<file path="src/rtl/bsr_pkg.sv">
package bsr_pkg;
  typedef enum logic [1:0] {
    ST_IDLE  = 2'd0,
    ST_WAIT  = 2'd1,
    ST_BURST = 2'd2,
    ST_STALL = 2'd3
  } bsr_state_e;

  localparam int unsigned LAT_BASE = 4;
endpackage

</file>
<file path="src/rtl/bsr_cfg.sv">
module bsr_cfg #(
  parameter int unsigned CW = 2
) (
  input  logic          clk,
  input  logic          rst,
  input  logic          we,
  input  logic [CW-1:0] din,
  output logic [CW-1:0] q
);
  // reset value is the largest setting, i.e. the longest latency
  always_ff @(posedge clk) begin
    if (rst)     q <= '1;
    else if (we) q <= din;
  end
endmodule

</file>
<file path="src/rtl/bsr_addr_ctr.sv">
module bsr_addr_ctr #(
  parameter int unsigned AW = 21
) (
  input  logic          clk,
  input  logic          rst,
  input  logic          load,
  input  logic [AW-1:0] load_val,
  input  logic          inc,
  output logic [AW-1:0] cur
);
  localparam logic [AW-1:0] ONE = {{(AW-1){1'b0}}, 1'b1};

  // natural AW-bit overflow provides the roll-over to zero
  always_ff @(posedge clk) begin
    if (rst)       cur <= '0;
    else if (load) cur <= load_val;
    else if (inc)  cur <= cur + ONE;
  end
endmodule

</file>
<file path="src/rtl/bsr_fsm.sv">
module bsr_fsm
  import bsr_pkg::*;
#(
  parameter int unsigned AW    = 21,
  parameter int unsigned BLK_W = 6,
  parameter int unsigned LW    = 3
) (
  input  logic          clk,
  input  logic          rst,
  input  logic          ce,
  input  logic          adv,
  input  logic [LW-1:0] lat_m1,
  input  logic [AW-1:0] cur_addr,
  output logic          ld,
  output logic          inc,
  output logic [AW-1:0] rd_addr,
  output logic          rd_valid,
  output logic          rdy
);
  localparam logic [AW-1:0] ONE = {{(AW-1){1'b0}}, 1'b1};

  bsr_state_e    st;
  logic [LW-1:0] cnt;
  logic          blk_last;
  logic          go;

  assign blk_last = &rd_addr[BLK_W-1:0];
  assign go       = !rst && ce && !adv;
  assign ld       = !rst && ce && adv;
  assign inc      = go && ((st == ST_WAIT && cnt == '0) ||
                           (st == ST_BURST && !blk_last) ||
                           (st == ST_STALL));

  always_ff @(posedge clk) begin
    if (rst || !ce) begin
      st       <= ST_IDLE;
      cnt      <= '0;
      rd_valid <= 1'b0;
      rdy      <= 1'b1;
      if (rst) rd_addr <= '0;
    end else if (adv) begin
      st       <= ST_WAIT;
      cnt      <= lat_m1;
      rd_valid <= 1'b0;
      rdy      <= 1'b1;
    end else begin
      case (st)
        ST_WAIT: begin
          if (cnt == '0) begin
            st       <= ST_BURST;
            rd_valid <= 1'b1;
            rd_addr  <= cur_addr;
          end else begin
            cnt <= cnt - 1'b1;
          end
        end
        ST_BURST: begin
          if (blk_last) begin
            st       <= ST_STALL;
            rd_valid <= 1'b0;
            rdy      <= 1'b0;
          end else begin
            rd_valid <= 1'b1;
            rd_addr  <= cur_addr;
          end
        end
        ST_STALL: begin
          st       <= ST_BURST;
          rd_valid <= 1'b1;
          rdy      <= 1'b1;
          rd_addr  <= cur_addr;
        end
        default: begin
          rd_valid <= 1'b0;
          rdy      <= 1'b1;
        end
      endcase
    end
  end

  // inside a block, consecutive words step by one
  a_r2_step_by_one: assert property (@(posedge clk) disable iff (rst)
    (rd_valid && !blk_last && go) |=> (rd_valid && rd_addr == $past(rd_addr) + ONE));

  // last word of a block is followed by one stall cycle
  a_r3_boundary_stall: assert property (@(posedge clk) disable iff (rst)
    (rd_valid && blk_last && go) |=> (!rd_valid && !rdy));

  // after the stall the next word appears
  a_r3_resume_after_stall: assert property (@(posedge clk) disable iff (rst)
    (!rdy && go) |=> (rd_valid && rdy));

  // rdy never stays low for two cycles and never coincides with data
  a_r4_rdy_single_pulse: assert property (@(posedge clk) disable iff (rst)
    !rdy |=> rdy);
  a_r4_rdy_low_no_data: assert property (@(posedge clk) disable iff (rst)
    !rdy |-> !rd_valid);

  // chip enable low ends the burst
  a_r6_ce_ends_burst: assert property (@(posedge clk) disable iff (rst)
    !ce |=> (!rd_valid && rdy));

  // a strobe always restarts with a wait period
  a_r8_strobe_restarts: assert property (@(posedge clk) disable iff (rst)
    (ce && adv) |=> (!rd_valid && rdy && st == ST_WAIT));

  // idle outputs
  a_r10_idle_outputs: assert property (@(posedge clk) disable iff (rst)
    (st == ST_IDLE) |-> (!rd_valid && rdy));
endmodule

</file>
<file path="src/rtl/burst_rd_seq.sv">
module burst_rd_seq
  import bsr_pkg::*;
#(
  parameter int unsigned AW    = 21,
  parameter int unsigned BLK_W = 6,
  parameter int unsigned CW    = 2
) (
  input  logic          clk,
  input  logic          rst,
  input  logic          ce,
  input  logic          adv,
  input  logic [AW-1:0] addr_in,
  input  logic          cfg_we,
  input  logic [CW-1:0] cfg_wait,
  output logic [AW-1:0] rd_addr,
  output logic          rd_valid,
  output logic          rdy
);
  localparam int unsigned LW = $clog2(LAT_BASE + (1 << CW));

  logic [CW-1:0] cfg_q;
  logic [LW-1:0] lat_m1;
  logic [AW-1:0] cur_addr;
  logic          ld;
  logic          inc;

  assign lat_m1 = LW'(LAT_BASE - 1) + LW'(cfg_q);

  bsr_cfg #(.CW(CW)) u_cfg (
    .clk (clk),
    .rst (rst),
    .we  (cfg_we),
    .din (cfg_wait),
    .q   (cfg_q)
  );

  bsr_addr_ctr #(.AW(AW)) u_ctr (
    .clk      (clk),
    .rst      (rst),
    .load     (ld),
    .load_val (addr_in),
    .inc      (inc),
    .cur      (cur_addr)
  );

  bsr_fsm #(.AW(AW), .BLK_W(BLK_W), .LW(LW)) u_fsm (
    .clk      (clk),
    .rst      (rst),
    .ce       (ce),
    .adv      (adv),
    .lat_m1   (lat_m1),
    .cur_addr (cur_addr),
    .ld       (ld),
    .inc      (inc),
    .rd_addr  (rd_addr),
    .rd_valid (rd_valid),
    .rdy      (rdy)
  );

  // right after reset no burst is running
  a_r7_reset_idle: assert property (@(posedge clk)
    rst |=> (!rd_valid && rdy));
endmodule

</file>
<file path="config.mk">
export PLATFORM = sky130hd
export DESIGN_NAME = burst_rd_seq
export DESIGN_NICKNAME = d
export VERILOG_FILES = /design/src/rtl/bsr_pkg.sv /design/src/rtl/bsr_cfg.sv /design/src/rtl/bsr_addr_ctr.sv /design/src/rtl/bsr_fsm.sv /design/src/rtl/burst_rd_seq.sv
export SDC_FILE = /design/constraint.sdc
export NUM_CORES = 1
export LEC_CHECK = 0
export ABC_AREA = 1
export BUFFER_PORTS_ARGS = -buffer_cell sky130_fd_sc_hd__buf_4
export CAP_MARGIN = 20
export CORE_ASPECT_RATIO = 1.25
export CORE_MARGIN = 1
export CORE_UTILIZATION = 35
export DETAILED_ROUTE_END_ITERATION = 12
export GPL_ROUTABILITY_DRIVEN = 0
export HOLD_SLACK_MARGIN = 0.05
export PLACE_DENSITY = 0.53
export SKIP_LAST_GASP = 1
export SLEW_MARGIN = 20
export SYNTH_ARGS = -nofsm -noshare
export SYNTH_HDL_FRONTEND = slang
export SYNTH_HIERARCHICAL = 1
export SYNTH_SLANG_ARGS = --single-unit
</file>
<file path="constraint.sdc">
create_clock -name clk -period 2.3 [get_ports clk]
set_clock_uncertainty 0.1 [all_clocks]
set_input_delay 0.46 -clock clk [delete_from_list [all_inputs] [get_ports clk]]
set_output_delay 0.46 -clock clk [all_outputs]
set_load 0.005 [all_outputs]
</file>
==> results of run 1 <==
-- sequential cells by signal, summed over array words and instances, names as in the netlist --
register	cells
u_fsm/rd_valid	1
u_fsm/rdy	1
u_fsm/st	2
u_cfg/q	2
u_ctr/cur	21
u_fsm/cnt	3
u_fsm/rd_addr	21
-- routing by layer --
layer / track usage (%) / part of all wire, %
met5: 0 / 0
met4: 5.128 / 0.96
met3: 2.679 / 3.6
met2: 26.83 / 48
met1: 22.28 / 48
-- cell families after synthesis --
group,count (synthesis),synth area share (%)
buffers and inverters,73,10.32
adders and majority gates,8,3.575
DFF,51,43.97
AOI/OAI and AO/OA,55,12.29
xor gates and xnor gates,5,1.564
and+or+nand+nor,168,28.28
-- cell usage after synthesis (all sizes together) --
cell and instances:
inv 65, clkbuf 4, xor2 5, a21oi 22
edfxtp 21, nand4 4, buf 4, nor3 2
dfxtp 30, o22ai 1, nor2 47, o211ai 1
o21bai 5, a31oi 4, o21ai 8, nand3 35
a211oi 1, ha 8, nand2 80, a22oi 13
-- worst max-delay path, delay by kind of cell (launching register included) --
kind,cells,cell delay [ns]
DFF,1,0.35
adders and majority gates,1,0.27
and+or+nand+nor,5,0.46
buffers and inverters,4,0.45
AOI/OAI and AO/OA,1,0.34
-- worst min-delay path by stage --
stage                 from          to  slack, ns
6_report       cfg_wait[1]  u_cfg/q[1]       0.25
3_5_place_dp     u_fsm/rdy   u_fsm/rdy       0.36
2_1_floorplan   u_cfg/q[0]  u_cfg/q[0]       0.33
3_3_place_gp    u_cfg/q[0]  u_cfg/q[0]       0.37
5_1_grt        cfg_wait[1]  u_cfg/q[1]       0.26
4_1_cts        cfg_wait[1]  u_cfg/q[1]       0.25
-- power groups by stage --
stage	logic [uW]	registers (uW)	clock network, uW
floorplan	97.7	1020	0
global placement	194	1030	0
detailed placement	195	1030	0
CTS	197	1010	545
global route	218	1020	585
finish	195	1010	526
-- final cells by class --
cell class | count | share of cell area [%]
multi-input cells | 236 | 37.83
flip-flops and latches | 51 | 36.00
repair buffers | 59 | 12.95
inverters | 65 | 7.135
well taps | 95 | 3.476
clock buffers | 5 | 2.012
clock inverters | 3 | 0.5854
-- through the flow --
stage	worst slack (ns)	power [uW]	hold slack, ns	instances
global route	0.07563	1819	0.2556	514
CTS	0.1267	1753	0.2486	514
global placement	0.2197	1226	0.3684	506
finish	0.2963	1731	0.2542	514
detailed placement	0.1477	1227	0.3649	506
floorplan	0.2459	1122	0.3289	360
==> summary.md, run 1 <==
| Metric | Value |
|---|---|
| Crit path to | u_ctr/cur[1] |
| DRT iter0 DRCs | 75 |
| Setup crit start | u_fsm/st[1] |
| Nets | 454 |
| PwrDens | 506.3 nW/um^2 |
| Area taken by multi-input logic gates | 1294 sq um |
| Clock root buffer | clkbuf_8 |
| Share of layout cells above drive strength 1 | 22.20% |
| GRT overflow | 0 |
| First-pass GRT wire length | 10520 um |
| Critical path, cell by cell | inv_1 -> ha_2 -> nand3_1 -> a31oi_2 -> nand2_1 -> inv_1 -> buf_4 -> nand2_1 -> nand3_1 -> nand2_1 -> inv_1 |
| Cell Area, Placed | 3317 sq um |
| # H-tree levels | 2 |
| Row cnt | 36 |
| Routed vias/inst | 4.733 |
| Power Internal | 1286 uW |
| Wirelength, routed | 6466 um |
| # DRC | 0 |
| FF-to-FF path depth | 11 |
| Reg2reg setup slack | 0.30 ns |
| Most common cell after layout, fill and taps aside | nand2_1 |
| Status | finished, final reports clean |
| Worst Setup End Kind | flop |
| Input/output buffers | 50 |
| Skew-Pair Late Insertion Delay | 0.31 ns |
| Largest area contributor in the netlist | edfxtp_1 |
| Seq pwr share | 58.4% |
| Post-route cell area | 3420 sq um |
| Slew Viols, Final | 0 |
| Die Ht | 102.0 um |
| Setup TNS | 0 ns |
| CTS tree | built |
| Crit Path Class | flop to flop |
| Final Hold Violating Endpoints | 0 |
| Worst-Margin Slew | 0.4330 ns |
| DRT antenna net count | 0 |
| Synthesized flop and latch total | 51 |
| Clock Tree Buf Depth | 2 |
| Effective utilization at floorplan | 35.93% |
| Io pins | 51 |
| Power share of the clock group | 30.4% |
| Largest net degree at the start of global routing | 24 |
| Fraction of the yosys area taken by sequential cells | 43.97% |
| Synthesis-to-layout area growth | 22.12% |
| Post-synthesis cell type count | 30 |
| Worst vdd ir | 0.2087 mV |
| Mapped Area | 2800 sq um |
| Ant. Diodes | 0 |
| Mean area per synthesized cell | 7.778 sq um |
| Hold buffers post-CTS | 0 |
| Fmax | 499.1 MHz |
| CP max stage cell | dfxtp_1 |
| Slew headroom | 71.07% |
| Crit-path max FO | 14 |
| Sequential cell area | 1231 sq um |
| CTS Buf Count | 5 |
| Endpoints failing setup | 0 |
| Routed len/inst | 12.58 um |
| Final core utilization | 43.88% |
| Crit path DAT | 2.16 ns |
| Drt pass-1 iters | 4 |
| Reg2reg start | u_fsm/st[1] |
| Gate Count Post-Synth | 360 |
| Largest stage delay, worst path | 0.35 ns |
| WP data required | 2.45 ns |
| Syn. warnings | 6 |
| Tmin final | 2.004 ns |
| DP HPWL | 4761 um |
| Switching share of power | 25.75% |
| Synth area leaders | edfxtp_1, dfxtp_1, nand2_1, inv_1, nand3_1 |
| Maxcap violations | 0 |
| CP Launch Type | flop |
| Die W | 82 um |
| Comb pwr share | 11.2% |
| Commonest non-fill, non-tap cells in the layout | nand2_1, inv_1, buf_4, nor2_1, nand3_1 |
| Core area | 7792 sq um |
| # fillers | 825 |
| Psw | 445.8 uW |
| Clock sink count | 51 |
| HP Class | input port to flop |
| Synth top area share | 22.52% |
| RSZ-0062 raised after global routing | no |
| Total setup buffers inserted after CTS | 0 |
| Hold depth | 3 |
| Via Count | 2433 |
| Vias in the first global route | 2249 |
| Total Routing Usage GR | 16.52% |
| Leakage | 0.001454 uW |
| Initial antenna violation count | 0 |
| Clock transition at path regs | 0.10 ns |
| Fin crit share | 87.12% |
| Reg2reg end | u_ctr/cur[1] |
| Post-CTS resize count | 0 |
| Full die area | 8364 sq um |
| Mapped Nets | 396 |
(Power assumes the default switching activity.)
==> run 2, diff against run 1 <==
- BUFFER_PORTS_ARGS: -buffer_cell sky130_fd_sc_hd__buf_4 -> -buffer_cell sky130_fd_sc_hd__buf_2
==> run 2 against run 1 <==
Global-route usage fell by 0.56 points; flip-flop and latch count unchanged; utilization is 1.5 points lower; clock power about the same; critical path type unchanged.
==> summary.md, run 2 (synthesized netlist as in run 1, its figures left out) <==
| Metric | Value |
|---|---|
| HP Class | input port to flop |
| Drt pass-1 iters | 4 |
| # DRC | 0 |
| Clock transition at path regs | 0.10 ns |
| Clock root buffer | clkbuf_8 |
| Crit-path max FO | 14 |
| Wirelength, routed | 6272 um |
| Final Hold Violating Endpoints | 0 |
| Skew-Pair Late Insertion Delay | 0.30 ns |
| Top flop regs | u_ctr/cur (21), u_fsm/rd_addr (21), u_fsm/cnt (3) |
| Crit Path Class | flop to flop |
| DRT iter0 DRCs | 86 |
| Io pins | 51 |
| Largest stage delay, worst path | 0.35 ns |
| Slew Viols, Final | 0 |
| Status | finished, final reports clean |
| CP max stage cell | a31oi_2 |
| Vias in the first global route | 2220 |
| Crit path DAT | 2.26 ns |
| Via Count | 2418 |
| Worst vdd ir | 0.2775 mV |
| Share of layout cells above drive strength 1 | 22.14% |
| Total setup buffers inserted after CTS | 0 |
| Endpoints failing setup | 0 |
| Routed vias/inst | 4.695 |
| WHS | 0.2549 ns |
| Row cnt | 36 |
| Die Ht | 102.0 um |
| Critical path, cell by cell | inv_1 -> ha_1 -> nand3_1 -> a31oi_2 -> nand2_1 -> inv_1 -> buf_4 -> nand3_1 -> a21oi_1 |
| Power share of the clock group | 30.7% |
| Ant. Diodes | 0 |
| PwrDens | 516.9 nW/um^2 |
| Total Routing Usage GR | 15.96% |
| Initial antenna violation count | 0 |
| Routed len/inst | 12.18 um |
| Clock Tree Buf Depth | 2 |
| Layout Cells excl Fill | 515 |
| Setup TNS | 0 ns |
| Commonest non-fill, non-tap cells in the layout | nand2_1, inv_1, buf_2, nor2_1, nand3_1 |
| Comb pwr share | 10.2% |
| CP Launch Type | flop |
| GRT overflow | 0 |
| Effective utilization at floorplan | 35.93% |
| First-pass GRT wire length | 10310 um |
| Nets | 455 |
| Post-CTS resize count | 0 |
| Largest net degree at the start of global routing | 24 |
| CTS tree | built |
| Leakage | 0.001423 uW |
| Worst-Margin Slew | 0.4283 ns |
| Core area | 7792 sq um |
| Hold buffers post-CTS | 0 |
| Maxcap violations | 0 |
| Dpl cells | 507 |
| Worst Setup End Kind | flop |
| Power Internal | 1265 uW |
| # fillers | 835 |
| Psw | 440.4 uW |
| Input/output buffers | 50 |
| Switching share of power | 25.83% |
| DRT antenna net count | 0 |
| Seq pwr share | 59.1% |
| Clock sink count | 51 |
| CTS Buf Count | 5 |
| Synthesis-to-layout area growth | 17.83% |
| # H-tree levels | 2 |
| DP HPWL | 4706 um |
| Most common cell after layout, fill and taps aside | nand2_1 |
| Full die area | 8364 sq um |
| Fin crit share | 92.25% |
| Die W | 82 um |
| Tmin final | 2.122 ns |
| Fmax | 471.3 MHz |
| WP data required | 2.44 ns |
| Slew headroom | 71.38% |
[run 2: cell count changes in the layout (fill, tap and decap cells not counted), sizes merged]
cell / delta
buf: +1
[run 2: power groups by stage]
stage | sequential (uW) | combinational, uW | clock (uW)
after CTS | 1010 | 175 | 545
final | 1010 | 174 | 523
after global placement | 1030 | 173 | 0
after detailed placement | 1030 | 174 | 0
after global routing | 1010 | 198 | 579
after floorplan | 1020 | 97.7 | 0
[run 2: final cells by class]
class,instances,area [sq um],area share (%)
clock buffers,5,68.82,2.086
clock inverters,3,20.02,0.6068
inverters,65,244.0,7.395
multi-input cells,236,1291,39.14
flip-flops and latches,51,1231,37.32
well taps,95,118.9,3.603
repair buffers,60,325.3,9.860
[run 2: path summary, 6_finish.rpt]
check,end,slack [ns],startpoint,depth (start not counted)
worst max-delay path,u_ctr/cur[10],0.18,u_fsm/st[1],9
worst min-delay path,u_cfg/q[1],0.25,cfg_wait[1],3
worst max register to register,u_ctr/cur[10],0.18,u_fsm/st[1],9
worst min register to register,u_cfg/q[0],0.37,u_cfg/q[0],2
[run 2: critical path, delay by kind of cell (launching register included)]
kind                     cells  cell delay (ns)
adder cells (fa/ha/maj)      1             0.31
AO/OA/AOI/OAI                2             0.48
AND/OR/NAND/NOR              3             0.43
buffers and inverters        3             0.39
flip-flops                   1             0.34
[run 2: per-stage QoR]
| stage | cell area, sq um | setup slack (ns) | utilization, % | power (uW) |
|---|---|---|---|---|
| 3_3_place_gp | 3199 | 0.1186 | 41.06 | 1203 |
| 5_1_grt | 3299 | -0.01468 | 42.34 | 1791 |
| 2_1_floorplan | 2800 | 0.2459 | - | 1122 |
| 6_report | 3299 | 0.1782 | 42.34 | 1705 |
| 4_1_cts | 3288 | 0.1492 | 42.20 | 1730 |
| 3_5_place_dp | 3199 | 0.09316 | 41.06 | 1204 |
[run 2: metal layers]
| metal | wire length (um) | track usage [%] | vias up | part of all wire, % |
|---|---|---|---|---|
| met4 | 71 | 4.453 | 0 | 1.1 |
| met3 | 219 | 2.500 | 6 | 3.5 |
| li1 | - | - | 1278 | - |
| met2 | 3013 | 26.45 | 45 | 48 |
| met5 | 0 | 0 | - | 0 |
| met1 | 2968 | 21.31 | 1089 | 47 |
==> run 3, diff against run 2 <==
- SYNTH_HIERARCHICAL: 1 -> default
==> run 3 against run 2 <==
Utilization fell by 1.1 points; register-to-register slack improved by 0.28 ns; maximum frequency rose by 15%; the flow now finishes with violations (design-rule violations); sequential power barely moved; global-route usage rose by 0.40 points; worst setup slack improved by 0.28 ns; synthesized area rose by 7.5%; first-iteration DRC count rose by 36%; clock-buffer cell count rose by 1; die area rose by 7.3%; combinational power rose by 28%.
==> summary.md, run 3 <==
| Metric | Value |
|---|---|
| Initial antenna violation count | 0 |
| Full die area | 8978 sq um |
| Die Ht | 105.7 um |
| Synth top area share | 20.95% |
| M1 GR Usage | 21.02% |
| Mapped Area | 3010 sq um |
| Final Power | 1734 uW |
| Gate Count Post-Synth | 398 |
| Core area | 8287 sq um |
| Critical path's top delay family | buffers and inverters |
| Failing checks | design-rule violations |
| Status | complete, but fails checks |
| CP Launch Type | flop |
| Fin crit share | 80.28% |
| Power share of the clock group | 29.5% |
| Adder-Cell Fraction of Synth Area | 3.325% |
| Fmax | 541.6 MHz |
| Skew-Pair Late Insertion Delay | 0.31 ns |
| Comb pwr share | 12.8% |
| Switching share of power | 26.54% |
| EDFF count, synth | 21 |
| Buf/Inv on CP | 2 |
| Leakage | 0.001509 uW |
| Worst Setup End Kind | flop |
| PwrDens | 506.8 nW/um^2 |
| CTS Buf Count | 5 |
| Input/output buffers | 50 |
| Synthesized flop and latch total | 51 |
| Wirelength, routed | 6900 um |
| Final Hold Violating Endpoints | 0 |
| Row cnt | 37 |
| Post-synthesis cell type count | 32 |
| Routed len/inst | 12.64 um |
| Crit-path max FO | 21 |
| Io pins | 51 |
| Maxcap violations | 0 |
| Most Crowded Layer GR | met2 |
| Slew headroom | 77.29% |
| # DRC | 4 |
| Worst vdd ir | 0.2406 mV |
| Complex-gate fraction of the synthesized area | 12.68% |
| Die W | 84.95 um |
| CP max stage cell | dfxtp_1 |
| Drt pass-1 iters | 8 |
| Met2 GRT Util | 28.00% |
| Endpoints failing setup | 0 |
| Final core utilization | 41.28% |
| Psw | 460.2 uW |
| Worst path depth | 6 |
| Effective utilization at floorplan | 36.33% |
| Synth Area in Simple Gates | 32.83% |
| Power Internal | 1274 uW |
| WP data required | 2.19 ns |
| FF-to-FF path depth | 6 |
| Largest family of logic cells by synthesized area | simple AND/OR/NAND/NOR gates |
| HP Class | input port to flop |
| DRT antenna net count | 0 |
| Top flop regs | u_ctr.cur (21), u_fsm.rd_addr (21), u_fsm.cnt (3) |
| Total setup buffers inserted after CTS | 0 |
| Critical path, cell by cell | inv_1 -> ha_1 -> nand2_1 -> nand3_1 -> o21ai_2 -> buf_4 |
| Synth area leaders | edfxtp_1, dfxtp_1, nand2_1, nor2_1, inv_1 |
| RSZ-0062 raised after global routing | no |
| Clock root buffer | clkbuf_8 |
| Nets | 484 |
| First-pass GRT wire length | 11600 um |
| Hold buffers post-CTS | 0 |
| Fraction of the yosys area taken by sequential cells | 40.90% |
| Slew Viols, Final | 0 |
| Syn. warnings | 0 |
| Largest net degree at the start of global routing | 22 |
| Most common cell after layout, fill and taps aside | nand2_1 |
| Met3 Use GR | 2.662% |
| Crit Path Class | flop to flop |
| Seq pwr share | 57.7% |
| Clock sink count | 51 |
| Clock Tree Buf Depth | 2 |
| Commonest non-fill, non-tap cells in the layout | nand2_1, nor2_1, buf_2, inv_1, dfxtp_1 |
| Share of layout cells above drive strength 1 | 26.28% |
| Post-CTS resize count | 0 |
| Largest stage delay, worst path | 0.36 ns |
| Total Routing Usage GR | 16.36% |
| # fillers | 900 |
| DRT iter0 DRCs | 117 |
| Tmin final | 1.846 ns |
| XOR/XNOR Fraction of Synth Area | 0.2909% |
| Mapped Nets | 434 |
| Ant. Diodes | 0 |
| Multiplexer share of the synthesized area | 0% |
| Most used DFF post-synth | dfxtp_1 |
| Most common cell in the netlist | nand2_1 |
| # H-tree levels | 2 |
| Mean area per synthesized cell | 7.564 sq um |
| Reg2reg setup slack | 0.45 ns |
| Ys async rst share | 0% |
| Commonest cells in the netlist | nand2_1, nor2_1, inv_1 |
| Worst-Margin Slew | 0.3407 ns |
| Via Count | 2604 |
| Synthesis-to-layout area growth | 13.63% |
| Vias in the first global route | 2479 |
| DP HPWL | 5297 um |
| Setup TNS | 0 ns |
| Hold depth | 3 |
| CTS tree | built |
| Clock transition at path regs | 0.09 ns |
| Crit path DAT | 1.74 ns |
| Largest area contributor in the netlist | edfxtp_1 |
| GRT overflow | 0 |
| Routed vias/inst | 4.769 |
-- run 3: changes by cell type in the layout (fill, tap and decap cells not counted), sizes merged, moves of 2 or more --
cell	change
a31oi	-4
nand3	-7
o22ai	+2
buf	-4
nor3	-2
xor2	-4
inv	-11
o21bai	-5
a22oi	-13
a21oi	+7
o21ai	+21
nand2	+17
nor2	+30
-- run 3: cell type report --
cell class	instances	area (sq um)	share of cell area, %
Clock buffer	6	72.57	2.121
Timing Repair Buffer	56	295.3	8.632
Tap cell	97	121.4	3.548
Sequential cell	51	1231	35.99
Inverter	54	205.2	5.999
Multi-Input combinational cell	280	1483	43.34
Clock inverter	2	12.51	0.3658
-- run 3: power by group through the flow --
stage | clock network (uW) | registers, uW | logic [uW]
floorplan | 0 | 1020 | 149
global placement | 0 | 1020 | 225
detailed placement | 0 | 1020 | 225
CTS | 546 | 1000 | 226
global route | 562 | 1010 | 252
finish | 512 | 1000 | 222
-- run 3: per-layer routing --
metal | wire, um | vias to the layer above
met5 | 0 | -
met4 | 79 | 0
met3 | 210 | 9
met2 | 3397 | 45
met1 | 3213 | 1178
li1 | - | 1372
-- run 3: path summary, 6_finish.rpt --
kind | start | end
worst min-delay path | cfg_wait[1] | u_cfg.q[1]
worst min register to register | u_fsm.rdy | u_fsm.rdy
worst max register to register | u_fsm.st[1] | u_fsm.rd_addr[16]
worst max-delay path | u_fsm.st[1] | u_fsm.rd_addr[16]
-- run 3: tightest hold or removal path: stages --
cell and delay [ns]:
buf_2 0.08, a21oi_1 0.05, o21ai_0 0.06
-- run 3: kinds of logic (layout without fill, tap and decap cells) --
group / after synthesis / after routing
XOR/XNOR: 1 / 1
flip-flops: 51 / 51
AO/OA/AOI/OAI: 64 / 64
adder cells (fa/ha/maj): 8 / 8
AND/OR/NAND/NOR: 207 / 207
buffers and inverters: 67 / 118
-- run 3: metrics by stage --
step | area, sq um | instances | hold slack (ns) | worst slack, ns
floorplan | 3014 | 398 | 0.3498 | 0.2479
global placement | 3336 | 538 | 0.3680 | 0.4349
detailed placement | 3336 | 538 | 0.3655 | 0.4207
CTS | 3421 | 546 | 0.2646 | 0.4329
global route | 3421 | 546 | 0.2732 | 0.2933
finish | 3421 | 546 | 0.2709 | 0.4537
